**config.mk**
```make
export PLATFORM = sky130hd
export DESIGN_NAME = rstseq_top
export DESIGN_NICKNAME = d
export VERILOG_FILES = /design/src/rtl/rstseq_pkg.sv /design/src/rtl/rstseq_supply_hold.sv /design/src/rtl/rstseq_ext_qual.sv /design/src/rtl/rstseq_pulse_stretch.sv /design/src/rtl/rstseq_top.sv
export SDC_FILE = /design/constraint.sdc
export NUM_CORES = 1
export LEC_CHECK = 0
export BUFFER_PORTS_ARGS = -buffer_cell sky130_fd_sc_hd__buf_4
export CAP_MARGIN = 20
export CORE_UTILIZATION = 56
export DETAILED_ROUTE_END_ITERATION = 8
export PLACE_DENSITY = 0.79
export RECOVER_POWER = 50
export SETUP_SLACK_MARGIN = 0.5
export SLEW_MARGIN = 25
export SYNTH_ARGS = -nofsm -noshare
export SYNTH_HDL_FRONTEND = slang
export SYNTH_SLANG_ARGS = --single-unit
```
**constraint.sdc**
```tcl
create_clock -name clk_i -period 1.9 [get_ports clk_i]
set_input_delay 0 -clock clk_i [delete_from_list [all_inputs] [get_ports clk_i]]
set_output_delay 0 -clock clk_i [all_outputs]
set_load 0.1 [all_outputs]
```
**src/rtl/rstseq_pkg.sv**
```systemverilog
package rstseq_pkg;
  localparam int NSRC = 4;

  typedef enum int unsigned {
    SRC_POR = 0,
    SRC_BOD = 1,
    SRC_EXT = 2,
    SRC_WDT = 3
  } src_e;

  typedef logic [NSRC-1:0] src_vec_t;
endpackage

```
**src/rtl/rstseq_supply_hold.sv**
```systemverilog
module rstseq_supply_hold #(
  parameter int DELAY = 4096
) (
  input  logic clk_i,
  input  logic arst_ni,
  input  logic lvl_i,
  output logic req_o
);
  localparam int CW = (DELAY > 1) ? $clog2(DELAY) : 1;
  localparam logic [CW-1:0] CNT_LAST = CW'(DELAY - 1);

  logic          held_q, held_d;
  logic [CW-1:0] cnt_q, cnt_d;

  always_comb begin
    held_d = held_q;
    cnt_d  = cnt_q;
    if (lvl_i) begin
      held_d = 1'b1;
      cnt_d  = '0;
    end else if (held_q) begin
      if (cnt_q == CNT_LAST) begin
        held_d = 1'b0;
        cnt_d  = '0;
      end else begin
        cnt_d = cnt_q + 1'b1;
      end
    end
  end

  always_ff @(posedge clk_i or negedge arst_ni) begin
    if (!arst_ni) begin
      held_q <= 1'b1;
      cnt_q  <= '0;
    end else begin
      held_q <= held_d;
      cnt_q  <= cnt_d;
    end
  end

  // immediate assertion path: the level itself requests reset
  assign req_o = lvl_i | held_q;
endmodule

```
**src/rtl/rstseq_ext_qual.sv**
```systemverilog
module rstseq_ext_qual #(
  parameter int MIN_HOLD = 2
) (
  input  logic clk_i,
  input  logic arst_ni,
  input  logic pin_i,
  output logic qual_o
);
  localparam int RW = $clog2(MIN_HOLD + 1);
  localparam logic [RW-1:0] RUN_LAST = RW'(MIN_HOLD - 1);

  logic          sync1_q, sync2_q;
  logic [RW-1:0] run_q, run_d;
  logic          qual_q, qual_d;

  always_comb begin
    run_d  = run_q;
    qual_d = qual_q;
    if (!sync2_q) begin
      run_d  = '0;
      qual_d = 1'b0;
    end else if (run_q == RUN_LAST) begin
      qual_d = 1'b1;
    end else begin
      run_d = run_q + 1'b1;
    end
  end

  always_ff @(posedge clk_i or negedge arst_ni) begin
    if (!arst_ni) begin
      sync1_q <= 1'b0;
      sync2_q <= 1'b0;
      run_q   <= '0;
      qual_q  <= 1'b0;
    end else begin
      sync1_q <= pin_i;
      sync2_q <= sync1_q;
      run_q   <= run_d;
      qual_q  <= qual_d;
    end
  end

  assign qual_o = qual_q;
endmodule

```
**src/rtl/rstseq_pulse_stretch.sv**
```systemverilog
module rstseq_pulse_stretch #(
  parameter int LEN = 16
) (
  input  logic clk_i,
  input  logic arst_ni,
  input  logic trip_i,
  output logic active_o
);
  localparam int CW = $clog2(LEN + 1);
  localparam logic [CW-1:0] CNT_FULL = CW'(LEN);

  logic [CW-1:0] cnt_q, cnt_d;

  always_comb begin
    cnt_d = cnt_q;
    if (trip_i) begin
      cnt_d = CNT_FULL;
    end else if (cnt_q != '0) begin
      cnt_d = cnt_q - 1'b1;
    end
  end

  always_ff @(posedge clk_i or negedge arst_ni) begin
    if (!arst_ni) begin
      cnt_q <= '0;
    end else begin
      cnt_q <= cnt_d;
    end
  end

  assign active_o = (cnt_q != '0);
endmodule

```
**src/rtl/rstseq_top.sv**
```systemverilog
module rstseq_top
  import rstseq_pkg::*;
#(
  parameter int          POR_DELAY = 4096,
  parameter int          BOD_DELAY = 4096,
  parameter int          EXT_MIN   = 2,
  parameter int          WDT_LEN   = 16,
  parameter int          VEC_W     = 16,
  parameter logic [15:0] RESET_VEC = 16'h0000
) (
  input  logic             clk_i,
  input  logic             arst_ni,
  input  logic             por_lvl_i,
  input  logic             bod_lvl_i,
  input  logic             ext_pin_i,
  input  logic             wdt_trip_i,
  input  logic [3:0]       cause_clr_i,
  output logic             sys_rst_o,
  output logic             port_hiz_o,
  output logic             pc_load_o,
  output logic [VEC_W-1:0] pc_vec_o,
  output logic [3:0]       cause_o
);
  localparam int NSUP = 2;

  logic [NSUP-1:0] sup_lvl;
  logic [NSUP-1:0] sup_req;
  logic            ext_qual;
  logic            wdt_act;

  assign sup_lvl = {bod_lvl_i, por_lvl_i};

  for (genvar g = 0; g < NSUP; g++) begin : g_supply
    localparam int DLY = (g == 0) ? POR_DELAY : BOD_DELAY;
    rstseq_supply_hold #(.DELAY(DLY)) u_hold (
      .clk_i   (clk_i),
      .arst_ni (arst_ni),
      .lvl_i   (sup_lvl[g]),
      .req_o   (sup_req[g])
    );
  end

  rstseq_ext_qual #(.MIN_HOLD(EXT_MIN)) u_ext (
    .clk_i   (clk_i),
    .arst_ni (arst_ni),
    .pin_i   (ext_pin_i),
    .qual_o  (ext_qual)
  );

  rstseq_pulse_stretch #(.LEN(WDT_LEN)) u_wdt (
    .clk_i    (clk_i),
    .arst_ni  (arst_ni),
    .trip_i   (wdt_trip_i),
    .active_o (wdt_act)
  );

  logic     rst_q, rst_d;
  logic     load_q, load_d;
  src_vec_t cause_q, cause_d;
  src_vec_t cause_set;

  always_comb begin
    cause_set          = '0;
    cause_set[SRC_POR] = por_lvl_i;
    cause_set[SRC_BOD] = bod_lvl_i;
    cause_set[SRC_EXT] = ext_qual;
    cause_set[SRC_WDT] = wdt_trip_i;

    rst_d   = (|sup_req) | ext_qual | wdt_act;
    load_d  = rst_q & ~rst_d;
    cause_d = (cause_q & ~cause_clr_i) | cause_set;
  end

  always_ff @(posedge clk_i or negedge arst_ni) begin
    if (!arst_ni) begin
      rst_q   <= 1'b1;
      load_q  <= 1'b0;
      cause_q <= '0;
    end else begin
      rst_q   <= rst_d;
      load_q  <= load_d;
      cause_q <= cause_d;
    end
  end

  assign sys_rst_o  = rst_q;
  assign port_hiz_o = rst_q;
  assign pc_load_o  = load_q;
  assign pc_vec_o   = VEC_W'(RESET_VEC);
  assign cause_o    = cause_q;
endmodule

```
=== Word level (Yosys, flattened, before mapping) ===
Index checks and enable logic that the tools add are counted.

* Memories: 0
* Register bits after elaboration: 42
* Bits in latches: 0
* Bits in writable memories: 0
* Memory bits (read-only): 0
* Input port bits: 10

* Bitwise operators: 9
* Reductions and logical operators: 5
* Order comparisons: 0
* Div/mod/pow operators: 0
* Shift-type cells: 0
* Add/subtract/negate cells: 4
* Multiplexer cells: 18
* Equality and inequality tests: 5
* $mul: 0

{| class="wikitable"
|+ Operator list
! kind !! count
|-
| 12-bit 2-to-1 mux || 6
|-
| 12-bit by 1-bit adder with 12-bit output (second input constant) || 2
|-
| 12-bit equality test (second input constant) || 2
|-
| 5-bit 2-to-1 mux || 2
|-
| 1-bit 2-to-1 mux || 8
|-
| 2-bit nonzero test || 3
|-
| 5-bit nonzero test || 1
|-
| 5-bit by 1-bit subtractor with 5-bit output (second input constant) || 1
|-
| 4-bit bitwise AND || 1
|-
| 2-bit 2-to-1 mux || 2
|-
| 2-bit inequality test (second input constant) || 2
|-
| 4-bit NOT || 1
|-
| 1-bit OR || 4
|-
| 4-bit OR || 1
|-
| 2-bit by 1-bit adder with 2-bit output (second input constant) || 1
|-
| 2-bit by 1-bit equality test with 1-bit output (second input constant) || 1
|-
| 2-bit OR reduction || 1
|-
| 1-bit bitwise AND || 1
|-
| 1-bit NOT || 1
|}

=== Logic depth before layout (Yosys ltp) ===
Gate-level depths: netlist of the first run.

* Depth in word-level cells: 6
* Depth in mapped cells: 7

=== Hierarchy ===
From an unflattened synthesis of the first run, not the netlist that was laid out.

* Cell total of the unflattened synthesis: 223
* Area, all modules: 2234.6 µm²

{| class="wikitable"
|+ Modules (own cells, without submodules)
! module !! cells each !! sequential area each (µm²) !! area each (µm²) !! times used
|-
| rstseq_supply_hold || 75 || 326.6 || 719.4 || 2
|-
| rstseq_top || 35 || 151.4 || 349.1 || 1
|-
| rstseq_pulse_stretch || 25 || 125.1 || 261.5 || 1
|-
| rstseq_ext_qual || 13 || 125.1 || 185.2 || 1
|}

=== Least setup slack after synthesis of the first run ===
Ideal clock, no wire load.

* Path kind: reg2reg
* From: register u_wdt.cnt_q[0]
* To: register load_q (netlist: pc_load_o)
* Clock period less this slack: 1.695 ns
* Buffers on the path: 1
* Path slack: 0.205 ns
* Stages on the path, launching flop included: 7
* Data required time: 1.831 ns
* Arrival time: 1.626 ns
* Cell sequence: dfrtp_1 -> inv_1 -> ha_1 -> or4b_1 -> buf_2 -> or3_4 -> nor2_2

* Cells in the longest elaborated chain, start to end: 4

{| class="wikitable"
|+ RTL lines
! item !! line !! text
|-
| start, declared || rstseq_pulse_stretch.sv:12 || <nowiki>logic [CW-1:0] cnt_q, cnt_d;</nowiki>
|-
| start signal, assigned || rstseq_pulse_stretch.sv:27 || <nowiki>cnt_q <= cnt_d;</nowiki>
|-
| 5-bit nonzero test || rstseq_pulse_stretch.sv:31 || <nowiki>assign active_o = (cnt_q != '0);</nowiki>
|-
| 1-bit OR || rstseq_top.sv:69 || <nowiki>rst_d = (|sup_req) | ext_qual | wdt_act;</nowiki>
|-
| via rst_d || rstseq_top.sv:57 || <nowiki>logic rst_q, rst_d;</nowiki>
|-
| 1-bit NOT || rstseq_top.sv:70 || <nowiki>load_d = rst_q & ~rst_d;</nowiki>
|-
| 1-bit bitwise AND || rstseq_top.sv:70 ||
|-
| via load_d || rstseq_top.sv:58 || <nowiki>logic load_q, load_d;</nowiki>
|-
| end signal, assigned || rstseq_top.sv:81 || <nowiki>load_q <= load_d;</nowiki>
|-
| end, declared || rstseq_top.sv:58 ||
|}

The timed path passes the listed nets, and every way through them passes these cells.
A chain may end at the register's enable or synchronous reset.

=== Worst setup path in the final report of the first run ===
Same ends and word-level chain as after synthesis.

==> results.ini, run 1 <==
[pwr]
power.switching_uw=931
ir_worst_vdd_uv=562
p_sw_share_pct=35.4
leakagePower_uw=0.00129
clkPwrFrac_pct=22.3
seqPwrFrac_pct=41.5
internal_power_uw=1700
p_comb_share_pct=36.3
powerDensity_nw_per_um2=948

[die]
initial_core_util_pct=59.0
die_x_um=64.3
design.core.area_um2=3690
ios=33
die_h_um=64.3
die_area_um2=4140
rows=22

[global_route]
grt_antenna_before_repair=0
overflow=0
grt_usage_pct=21.5
grt_pass1_vias=1603
grt_pass1_wl_mm=6.91
grt_max_degree=43

[clock_network]
clk_latency_ns=0.29
numCtsBuffers=5
cts_max_level=2
clock_path_buffers=2
tritoncts=yes
clk_pin_slew_ns=0.07
clock-root-buffer=clkbuf_8
clock_sinks=42

[worst_setup_path]
cp-end-kind=register
worst_setup_path_start_kind=register
critPathLaunch=u_wdt.cnt_q[0]
r2r_start=u_wdt.cnt_q[0]
crit_fanout=2
required_ns=2.12
critPathKind=register to register
worstPathArrival_ns=1.82

[timing]
setup_viol=0
timing.hold.ws_ns=0.0421
finalMaxSlewViolations=0
finClkSkew_ns=0.00409
period_share_pct=84.1
rsz0062_at_grt=true
fmax_mhz=626
slew_headroom_pct=30.7
worst_pin_slew_ns=1.04
finalHoldViolCount=0
setup_tns_ns=0
finalCriticalPeriod_ns=1.60

[yosys]
synth-async-reset-ratio_pct=100
ys_seq_elements=42
seq_area_frac_synth_pct=48.5
synthCells=228
synth_edf_count=0
synthFlopType=dfrtp_1
netlist_area_um2=2180
ys_types=44
synth.yosys.warnings=0
syn_area_per_cell_um2=9.54

[detailed_routing]
vias=1769
drt_iter0_markers=97
drt-wirelength-per-cell_um=14.7
routed_wl_mm=4.74
ant_nets=0
drc=0
via_per_inst=5.49
detail_route.first_pass.iterations=4

[hold_path]
min_path_type=input pin to register
worstHoldStart=por_lvl_i

[layout]
num_antenna_cells=0
final_core_util_pct=75.2
stdcell_count=322
drive_gt1_share_pct=28.8
layout_common_cells=dfrtp_1, buf_4, nor2_1, nand2_1, conb_1
fillCellCount=256
final_common_cell=dfrtp_1
fin_area_um2=2780
nets=287
syn2layout_area_growth_pct=27.5

[placed_design]
port_buffers=16
hpwlAfterDp_mm=2.42
gp_congestion=0.791
dp.cells=284
place_area_um2=2280

[flow_run]
max_cap_viol_count=0

[status]
status=finished clean

-- logic make-up after synthesis --
group / count (synthesis) / share of synthesized area [%]
AND/OR/NAND/NOR: 98 / 24.0
flip-flops: 42 / 48.5
buffers and inverters: 39 / 9.72
AO/OA/AOI/OAI: 31 / 10.0
XOR/XNOR: 12 / 4.83
adder cells (fa/ha/maj): 4 / 2.30
other: 1 / 0.172
multiplexers: 1 / 0.518
-- sequential cells by signal (all words and copies together), names as in the netlist --
signal,count
cause_o,4
g_supply.u_hold.cnt_q,24
g_supply.u_hold.held_q,2
pc_load_o,1
port_hiz_o,1
u_ext.qual_o,1
u_ext.run_q,2
u_ext.sync1_q,1
u_ext.sync2_q,1
u_wdt.cnt_q,5
-- power groups by stage --
stage	sequential, µW	combinational, µW	clock (µW)
CTS	1070	799	600
floorplan	1190	421	0
detailed placement	1100	615	0
global route	1100	1020	636
finish	1090	954	586
global placement	1090	600	0
-- Yosys cell counts, types with 5 or more instances --
cell type / count / area, µm²
buf_4: 17 / 128
nand4_1: 11 / 68.8
and3_1: 6 / 37.5
nand2_1: 18 / 67.6
dfrtp_1: 39 / 976
a21o_1: 5 / 37.5
a21oi_1: 7 / 35.0
nor2_1: 22 / 82.6
xor2_1: 8 / 70.1
nand3_1: 11 / 55.1
clkbuf_1: 8 / 30.0
inv_1: 13 / 48.8
nand2b_1: 6 / 37.5
-- per-stage QoR --
step | total power, µW | setup slack, ns
final | 2630 | 0.302
after detailed placement | 1710 | 0.255
after floorplan | 1610 | 0.205
after CTS | 2470 | 0.348
after global placement | 1690 | 0.286
after global routing | 2760 | 0.263
-- metal layers --
layer  up-vias  wire, µm  GRT usage, %
met5         -         0             0
met4         0        67          5.28
met3        11       164          5.36
met2        41      2490          37.2
met1       866      2030          26.8
li1        851         -             -
-- worst max-delay path, stage by stage, from the launching register on --
cell	delay [ns]
dfrtp_1	0.40
inv_2	0.08
ha_4	0.13
or4b_4	0.47
or3_4	0.36
nor2_2	0.10
-- cell type report --
cell class	instances	area (µm²)	share of cell area, %
repair buffers	49	399	14.4
clock inverters	1	5.00	0.180
clock buffers	7	86.3	3.11
well taps	48	60.1	2.16
flip-flops and latches	42	1060	38.2
multi-input cells	162	1120	40.2
inverters	13	48.8	1.76
-- path summary, 6_finish.rpt --
kind                                                     to  slack (ns)  cells past startpoint
max in group asynchronous       g_supply[1].u_hold.cnt_q[5]        0.79                      2
worst max register to register                    pc_load_o        0.30                      5
min in group asynchronous       g_supply[1].u_hold.cnt_q[9]        0.42                      2
worst max-delay path                              pc_load_o        0.30                      5
worst min register to register                u_ext.sync2_q        0.36                      0
worst min-delay path            g_supply[0].u_hold.cnt_q[1]        0.04                      2
-- what timing repair did --
action,in CTS,in global routing
pin swaps,13,12
buffers inserted,11,10
gates resized for setup,16,22
hold endpoints to repair,60,0
gates cloned,0,0
endpoints found under the setup margin,20,22
hold buffers,9,0
No activity file was read; power rests on OpenSTA's default activity.
==> inputs of run 2 (changes only) <==
clock period = 1.6 ns   (was 1.9 ns; I/O delays follow)
==> results.ini, run 2 (synthesis results as in run 1) <==
[die]
ios=33  ; unchanged
die_h_um=64.3  ; unchanged
initial_core_util_pct=59.0  ; unchanged
die_x_um=64.3  ; unchanged
die_area_um2=4140  ; unchanged
rows=22  ; unchanged
design.core.area_um2=3690  ; unchanged

[layout]
layout_common_cells=buf_4, dfrtp_1, nor2_1, conb_1, buf_6  ; was dfrtp_1, buf_4, nor2_1, nand2_1, conb_1
drive_gt1_share_pct=43.1  ; was 28.8%
nets=310  ; was 287
syn2layout_area_growth_pct=46.5  ; was 27.5%
regArea_um2=1060  ; about the same
final_common_cell=buf_4  ; was dfrtp_1
num_antenna_cells=0  ; unchanged
multiInputGateArea_um2=1250  ; was 1120 µm²
top_register=g_supply.u_hold.cnt_q  ; unchanged
stdcell_count=345  ; was 322
largest_reg_flops=24  ; unchanged
fillCellCount=183  ; was 256

[timing]
setup_viol=0  ; unchanged
setup_tns_ns=0  ; unchanged
slew_headroom_pct=31.8  ; was 30.7%
worst_pin_slew_ns=1.02  ; was 1.04 ns
finClkSkew_ns=0.00335  ; was 0.00409 ns
rsz0062_at_grt=true  ; unchanged
finalCriticalPeriod_ns=1.57  ; was 1.60 ns
finalMaxSlewViolations=0  ; unchanged
period_share_pct=97.9  ; was 84.1%
fmax_mhz=639  ; was 626 MHz
finalHoldViolCount=0  ; unchanged

[pwr]
leakagePower_uw=0.00145  ; was 0.00129 µW
p_sw_share_pct=34.4  ; was 35.4%
seqPwrFrac_pct=39.7  ; was 41.5%
p_comb_share_pct=34.3  ; was 36.3%
clkPwrFrac_pct=26.0  ; was 22.3%
power.switching_uw=1110  ; was 931 µW
ir_worst_vdd_uv=1020  ; was 562 µV
powerDensity_nw_per_um2=1010  ; was 948 nW/µm²
internal_power_uw=2110  ; was 1700 µW

[clock_network]
clk_latency_ns=0.29  ; about the same
clock_sinks=42  ; unchanged
tritoncts=yes  ; unchanged
cts_max_level=2  ; unchanged
clk_pin_slew_ns=0.08  ; was 0.07 ns
numCtsBuffers=5  ; unchanged
clock-root-buffer=clkbuf_8  ; unchanged
clock_path_buffers=2  ; unchanged

[global_route]
grt_max_degree=43  ; unchanged
grt_antenna_before_repair=0  ; unchanged
grt_usage_pct=28.6  ; was 21.5%
grt_pass1_vias=1899  ; was 1603
grt_pass1_wl_mm=8.67  ; was 6.91 mm
overflow=0  ; unchanged

[placed_design]
port_buffers=16  ; unchanged
gp_congestion=0.803  ; was 0.791
dp.cells=293  ; was 284
hpwlAfterDp_mm=2.75  ; was 2.42 mm

[worst_setup_path]
worst_setup_path_start_kind=register  ; unchanged
crit_path_top_delay_cell=or4b_4  ; unchanged
critPathKind=register to register  ; unchanged
required_ns=1.84  ; was 2.12 ns
crit_fanout=2  ; unchanged
worstPathArrival_ns=1.80  ; was 1.82 ns
cpPeakStageDelay_ns=0.47  ; about the same
cp-end-kind=register  ; unchanged
path_cells=inv_2, ha_4, or4b_4, or3_4, nor2_2  ; unchanged

[detailed_routing]
drt_iter0_markers=174  ; was 97
drc=0  ; unchanged
vias=2049  ; was 1769
ant_nets=0  ; unchanged
via_per_inst=5.94  ; was 5.49
routed_wl_mm=6.14  ; was 4.74 mm
detail_route.first_pass.iterations=5  ; was 4
drt-wirelength-per-cell_um=17.8  ; was 14.7 µm

[flow_run]
max_cap_viol_count=0  ; unchanged

[status]
status=finished clean  ; unchanged

[hold_path]
min_path_type=input pin to register  ; unchanged

[run 2: cell count changes in the layout (fill, tap and decap cells not counted), sizes merged]
cell | before | now
buf | 37 | 61
clkinvlp | 0 | 1
clkbuf | 10 | 8
bufinv | 0 | 1
clkinv | 1 | 0
[run 2: final cells by class]
class	instances	share of cell area, %
well taps	48	1.88
inverters	13	1.53
flip-flops and latches	42	33.4
clock buffers	6	2.28
repair buffers	72	20.4
clock inverters	2	1.18
multi-input cells	162	39.3
[run 2: metal layers]
layer | track usage, % | part of all wire (%)
met5 | 1.39 | 0
met4 | 15.0 | 4.0
met3 | 6.25 | 6.7
met2 | 50.9 | 54
met1 | 31.4 | 35
[run 2: repair_timing]
item,CTS,global route
gates resized for setup,40,41
hold endpoints to repair,60,0
setup endpoints to repair,36,36
pin swaps,14,19
setup buffers,23,12
hold buffers,9,0
[run 2: worst paths after layout]
kind | start | endpoint | slack, ns | cells after the start
min | por_lvl_i | g_supply[0].u_hold.cnt_q[1] | 0.03 | 2
min reg2reg | u_ext.sync1_q | u_ext.sync2_q | 0.36 | 0
min in group asynchronous | arst_ni | g_supply[1].u_hold.cnt_q[10] | 0.41 | 2
max reg2reg | u_wdt.cnt_q[1] | pc_load_o | 0.03 | 5
max in group asynchronous | arst_ni | cause_o[2] | 0.50 | 2
max | u_wdt.cnt_q[1] | pc_load_o | 0.03 | 5
[run 2: per-stage QoR]
step / hold WS, ns / worst slack (ns) / util (%) / total power [µW] / area (µm²)
after detailed placement: 0.00844 / -0.0109 / 64.6 / 2100 / 2380
final: 0.0259 / 0.0340 / 86.4 / 3220 / 3190
after global placement: 0.0118 / 0.0396 / 64.6 / 2080 / 2380
after global routing: 0.0390 / -0.00685 / 86.4 / 3380 / 3190
after floorplan: -0.296 / -0.0946 / - / 1920 / 2300
after CTS: 0.00462 / 0.0379 / 79.4 / 3160 / 2930
[run 2: power by group through the flow]
stage / Clock [µW] / Combinational (µW) / Sequential (µW)
CTS: 844 / 1050 / 1270
detailed placement: 0 / 821 / 1280
finish: 837 / 1110 / 1280
global route: 893 / 1190 / 1290
global placement: 0 / 797 / 1280
floorplan: 0 / 504 / 1420
[run 2: critical path, delay by kind of cell, from the launching register on]
| family | cells | cell delay, ns |
|---|---|---|
| buffers and inverters | 1 | 0.08 |
| adders and majority gates | 1 | 0.12 |
| DFF | 1 | 0.40 |
| and+or+nand+nor | 3 | 0.92 |
